==> src/rtl/dly_trig_timer.sv <==
module dly_trig_timer #(
  parameter int CW = 16
) (
  input  logic          clk,
  input  logic          rst_n,
  input  logic          reg_we,
  input  logic [2:0]    reg_addr,
  input  logic [CW-1:0] reg_wdata,
  output logic [CW-1:0] reg_rdata,
  output logic          irq,
  output logic          dma_req,
  output logic          pretrig
);
  localparam logic [2:0] A_CTRL = 3'd0, A_MOD = 3'd1, A_IDLY = 3'd2,
                         A_CHC  = 3'd3, A_CHD = 3'd4, A_CNT  = 3'd5;
  localparam int B_EN = 0, B_CONT = 1, B_DMA = 2, B_TRIG = 3, B_LOAD = 4,
                 B_FLAG = 5, B_RUN = 6, B_CHEN = 0, B_CHDLY = 8;

  logic          en, cont, dma_en, ldok, flag, run, ch_en, ch_dsel;
  logic [CW-1:0] cnt, mod_buf, mod_act, idly_buf, idly_act, cdly_buf, cdly_act;

  wire wr_ctrl = reg_we && reg_addr == A_CTRL;
  wire wrap    = run && cnt == mod_act;
  wire start   = wr_ctrl && reg_wdata[B_TRIG] && reg_wdata[B_EN] && !run;
  wire stop    = wr_ctrl && !reg_wdata[B_EN];
  wire xfer    = ldok && (!run || wrap);
  wire req_hit = en && run && cnt == idly_act;

  assign irq     = req_hit && !dma_en;
  assign dma_req = req_hit && dma_en;
  assign pretrig = en && run && ch_en && (ch_dsel ? cnt == cdly_act : cnt == '0);

  always_ff @(posedge clk or negedge rst_n) begin
    if (!rst_n) begin
      en <= 1'b0; cont <= 1'b0; dma_en <= 1'b0;
    end else if (wr_ctrl) begin
      en     <= reg_wdata[B_EN];
      cont   <= reg_wdata[B_CONT];
      dma_en <= reg_wdata[B_DMA];
    end
  end

  always_ff @(posedge clk or negedge rst_n) begin
    if (!rst_n) begin
      run <= 1'b0; cnt <= '0;
    end else if (stop) begin
      run <= 1'b0; cnt <= '0;
    end else if (start) begin
      run <= 1'b1; cnt <= '0;
    end else if (wrap) begin
      run <= cont; cnt <= '0;
    end else if (run) begin
      cnt <= cnt + 1'b1;
    end
  end

  always_ff @(posedge clk or negedge rst_n) begin
    if (!rst_n) begin
      mod_buf <= '1; idly_buf <= '0; cdly_buf <= '0;
      ch_en <= 1'b0; ch_dsel <= 1'b0;
    end else if (reg_we) begin
      case (reg_addr)
        A_MOD:  mod_buf  <= reg_wdata;
        A_IDLY: idly_buf <= reg_wdata;
        A_CHD:  cdly_buf <= reg_wdata;
        A_CHC: begin
          ch_en   <= reg_wdata[B_CHEN];
          ch_dsel <= reg_wdata[B_CHDLY];
        end
        default: ;
      endcase
    end
  end

  always_ff @(posedge clk or negedge rst_n) begin
    if (!rst_n) begin
      mod_act <= '1; idly_act <= '0; cdly_act <= '0;
    end else if (xfer) begin
      mod_act  <= mod_buf;
      idly_act <= idly_buf;
      cdly_act <= cdly_buf;
    end
  end

  always_ff @(posedge clk or negedge rst_n) begin
    if (!rst_n)                            ldok <= 1'b0;
    else if (wr_ctrl && reg_wdata[B_LOAD]) ldok <= 1'b1;
    else if (xfer)                         ldok <= 1'b0;
  end

  always_ff @(posedge clk or negedge rst_n) begin
    if (!rst_n)                            flag <= 1'b0;
    else if (req_hit)                      flag <= 1'b1;
    else if (wr_ctrl && reg_wdata[B_FLAG]) flag <= 1'b0;
  end

  always_comb begin
    reg_rdata = '0;
    case (reg_addr)
      A_CTRL: begin
        reg_rdata[B_EN]   = en;
        reg_rdata[B_CONT] = cont;
        reg_rdata[B_DMA]  = dma_en;
        reg_rdata[B_LOAD] = ldok;
        reg_rdata[B_FLAG] = flag;
        reg_rdata[B_RUN]  = run;
      end
      A_MOD:  reg_rdata = mod_act;
      A_IDLY: reg_rdata = idly_act;
      A_CHC: begin
        reg_rdata[B_CHEN]  = ch_en;
        reg_rdata[B_CHDLY] = ch_dsel;
      end
      A_CHD:  reg_rdata = cdly_act;
      A_CNT:  reg_rdata = cnt;
      default: reg_rdata = '0;
    endcase
  end
endmodule

==> config.mk <==
export PLATFORM = sky130hd
export DESIGN_NAME = dly_trig_timer
export DESIGN_NICKNAME = d
export VERILOG_FILES = /design/src/rtl/dly_trig_timer.sv
export SDC_FILE = /design/constraint.sdc
export NUM_CORES = 1
export LEC_CHECK = 0
export BUFFER_PORTS_ARGS = -buffer_cell sky130_fd_sc_hd__buf_4
export CORE_MARGIN = 3
export CORE_UTILIZATION = 30
export CTS_BUF_LIST = sky130_fd_sc_hd__clkbuf_2
export CTS_CLUSTER_DIAMETER = 150
export DETAILED_ROUTE_END_ITERATION = 6
export PLACE_DENSITY = 0.56
export SYNTH_ARGS = -nofsm -noshare
export SYNTH_HDL_FRONTEND = slang
export SYNTH_SLANG_ARGS = --single-unit
==> constraint.sdc <==
create_clock -name clk -period 6.6 [get_ports clk]
set_clock_uncertainty 0.05 [all_clocks]
set_input_delay 0 -clock clk [delete_from_list [all_inputs] [get_ports clk]]
set_output_delay 0 -clock clk [all_outputs]
set_load 0.05 [all_outputs]
==> metrics.yaml <==
flow_run:
  drv_cap: 0
power_and_ir_drop:
  p_comb_share_pct: 30.3
  seq_power_share_pct: 49.0
  switching_share_pct: 34.46
  p_per_area_nw_per_um2: 346.8
  peakVddDrop_v: 0.00009801
  p_int_mw: 1.656
  pwr-share-clk_pct: 20.7
  power_switching_uw: 870.4
  cellLeakagePower_nw: 2.965
synth:
  synth_compound_area_share_pct: 6.219
  yosys-mux-area-fraction_pct: 21.17
  synth_top_family_by_area: "multiplexers"
  ys_ff_latch: 120
  synth_nets: 540
  yosys.area_share.adder_pct: 0.8157
  synthCells: 514
  ys_types: 47
  synth_warnings: 0
  synthXorXnorAreaFrac_pct: 8.564
  synth-simple-area-share_pct: 10.01
  synth_top_flop_cell: "dfrtp_1"
  syn_area_sq_um: 6136
  ys_seq_area_share_pct: 49.59
  synth_edf_count: 0
  synthArstFlopShare_pct: 100.0
  postSynthAreaPerCell_sq_um: 11.94
route:
  ant_nets: 0
  vias: 4275
  drt_iter0_markers: 347
  wl_per_cell_um: 19.31
  wl_mm: 16.53
  viasPerCell: 4.994
  drc: 0
  drtPass1Iterations: 4
worst_setup_path:
  startpoint: "cnt[1]$_DFFE_PN0P_"
  path_class: "flip-flop to output pin"
  cp_top_family: "simple AND/OR/NAND/NOR gates"
  required_ps: 6550
  cpMaxStageDelayCell: "dfrtp_1"
  crit_path_end_kind: "output pin"
  cpPeakStageDelay_ps: 550
  crit_cells: 6
  start_kind: "flip-flop"
  rrSetupSlack_ps: 3840
  endpoint: "pretrig"
  crit_fanout: 9
  reg2reg_depth: 6
  reg2reg_to: "idly_act[7]$_DFFE_PN0P_"
  crit_arrival_ps: 2860
  worst-path-buf-inv: 1
  crit_chain: "xnor2_1 > nand4_1 > nor4_1 > nand3_1 > a21oi_1 > buf_4"
  reg2reg_from: "cnt[2]$_DFFE_PN0P_"
floorplanning:
  start_util_pct: 31.02
  chipWidth_um: 149.0
  dieHeight_um: 149.0
  core_area_sq_um: 19780
  rows: 51
  boundaryPins: 41
  die_area_sq_um: 22210
global_routing:
  grt_start_max_net_pins: 67
  grt_pass1_vias: 4358
  antenna_found_initial: 1
  grt_usage_pct: 15.47
  overflow: 0
  grt_pass1_wl_mm: 26.08
place:
  portBuffers: 40
  gp_congestion: 0.8802
  post-place-ws_ps: 3878
  hpwl_mm: 11.60
clock_tree:
  cts_buffer_depth: 2
  cts_max_level: 4
  clock_latency_ps: 710
  post_cts_resized: 0
  clkSinkCount: 120
  cts_tree: "built"
  cts_buffers: 17
  root_buffer: "clkbuf_2"
  clk_pin_slew_ps: 200
  post_cts_buffers: 0
  ctsHoldBuffers: 39
timing:
  slew_headroom_pct: 18.62
  fin_ws_ps: 3690
  rsz0062_at_grt: "false"
  period_share_pct: 44.09
  max_freq_mhz: 343.7
  hold_viol_final: 0
  fin_setup_tns_ps: 0
  min_period_ps: 2910
  finalSetupViolations: 0
  worst_pin_slew_ps: 1221
  maxSlewViolCount: 0
cells_and_area:
  area_delta_synth_final_pct: 18.72
  multi_input_area_sq_um: 2887
  drive_above_1_share_pct: 37.35
  layout_commonest_cell: "mux2_2"
  register_area_sq_um: 3043
  fillerInstances: 1984
  final_cell_mix: "mux2_2 (108), dfrtp_1 (88), xnor2_1 (59)"
  layout.nets: 602
min_path:
  holdCritPathClass: "primary input to flip-flop"
outcome:
  status: "finished clean"
## logic make-up (layout without fill, tap and decap cells)
family | Yosys count | after routing
flops | 120 | 120
mux | 115 | 115
simple gates | 114 | 114
xor+xnor | 60 | 60
compound gates | 53 | 53
buf+inv | 48 | 123
fa+ha+maj | 4 | 4
other cells | 0 | 2
## layout make-up
class	instances	share of cell area, %
sequential	120	41.77
multi-input combinational	346	39.63
timing repair buffer	82	9.962
tap	265	4.552
clock inverter	11	2.113
clock buffer	21	1.443
inverter	9	0.4638
antenna	2	0.06870
## cell usage after synthesis, drive strengths merged (2+ instances only)
cell	instances	area share [%]
nand2	22	1.3
clkbuf	18	1.1
o22a	3	0.43
nor4b	4	0.82
a22o	11	1.6
o21ai	9	0.73
o22ai	2	0.20
nor4	9	1.2
and3	2	0.20
or3	3	0.39
buf	21	2.0
dfrtp	88	36
a21oi	11	0.96
xnor2	59	8.4
nor2	30	1.8
mux2i	6	0.98
o221ai	2	0.29
mux2	108	20
inv	9	0.55
nor2b	5	0.51
a221o	2	0.33
nand4	15	1.5
nor3	6	0.49
nand3	9	0.73
ha	4	0.82
nor3b	2	0.24
a22oi	7	0.86
dfstp	32	14
nand2b	4	0.41
o31ai	2	0.24
## through the flow
| stage | instance area [sq um] | total power, mW | util [%] | instances | hold slack, ps |
|---|---|---|---|---|---|
| finish | 7284 | 2.526 | 36.82 | 856 | 60.40 |
| global route | 7284 | 2.674 | 36.82 | 856 | 4.985 |
| CTS | 7269 | 2.551 | 36.75 | 853 | 4.410 |
| detailed placement | 6610 | 1.999 | 33.42 | 782 | 37.55 |
| global placement | 6610 | 1.983 | 33.42 | 782 | 22.44 |
| floorplan | 6136 | 1.748 | - | 514 | -345.6 |
## worst min-delay path by stage
stage | start | endpoint | slack (ps) | cells past startpoint
2_1_floorplan | rst_n | cdly_act[0]$_DFFE_PN0P_ | -350 | 0
5_1_grt | reg_wdata[12] | idly_buf[12]$_DFFE_PN0P_ | 5 | 3
3_5_place_dp | rst_n | dma_en$_DFFE_PN0N_ | 40 | 1
4_1_cts | reg_wdata[8] | cdly_buf[8]$_DFFE_PN0P_ | 4 | 3
6_report | reg_wdata[12] | idly_buf[12]$_DFFE_PN0P_ | 60 | 3
3_3_place_gp | rst_n | dma_en$_DFFE_PN0N_ | 20 | 1
## power by group through the flow
stage,Combinational [mW],Clock [mW],Sequential [mW]
floorplan,0.625,0,1.12
global placement,0.734,0,1.25
detailed placement,0.745,0,1.25
CTS,0.771,0.539,1.24
global route,0.835,0.567,1.27
finish,0.765,0.523,1.24
## flip-flops by register name (all words and copies together), names as in the netlist
name,cells
cdly_act,16
cdly_buf,16
cnt,16
idly_act,16
idly_buf,16
mod_act,16
mod_buf,16
ch_dsel,1
ch_en,1
cont,1
dma_en,1
en,1
flag,1
ldok,1
run,1
## per-layer routing
| metal | GRT usage, % | wire length (um) |
|---|---|---|
| met1 | 20.85 | 7311 |
| met2 | 24.49 | 7956 |
| met3 | 4.102 | 973 |
| met4 | 4.760 | 289 |
| met5 | 0 | 0 |
## worst min-delay path, delay by kind of cell
family / cells / cell delay [ps]
buf+inv: 2 / 640
mux: 1 / 130
(Power assumes the default switching activity.)
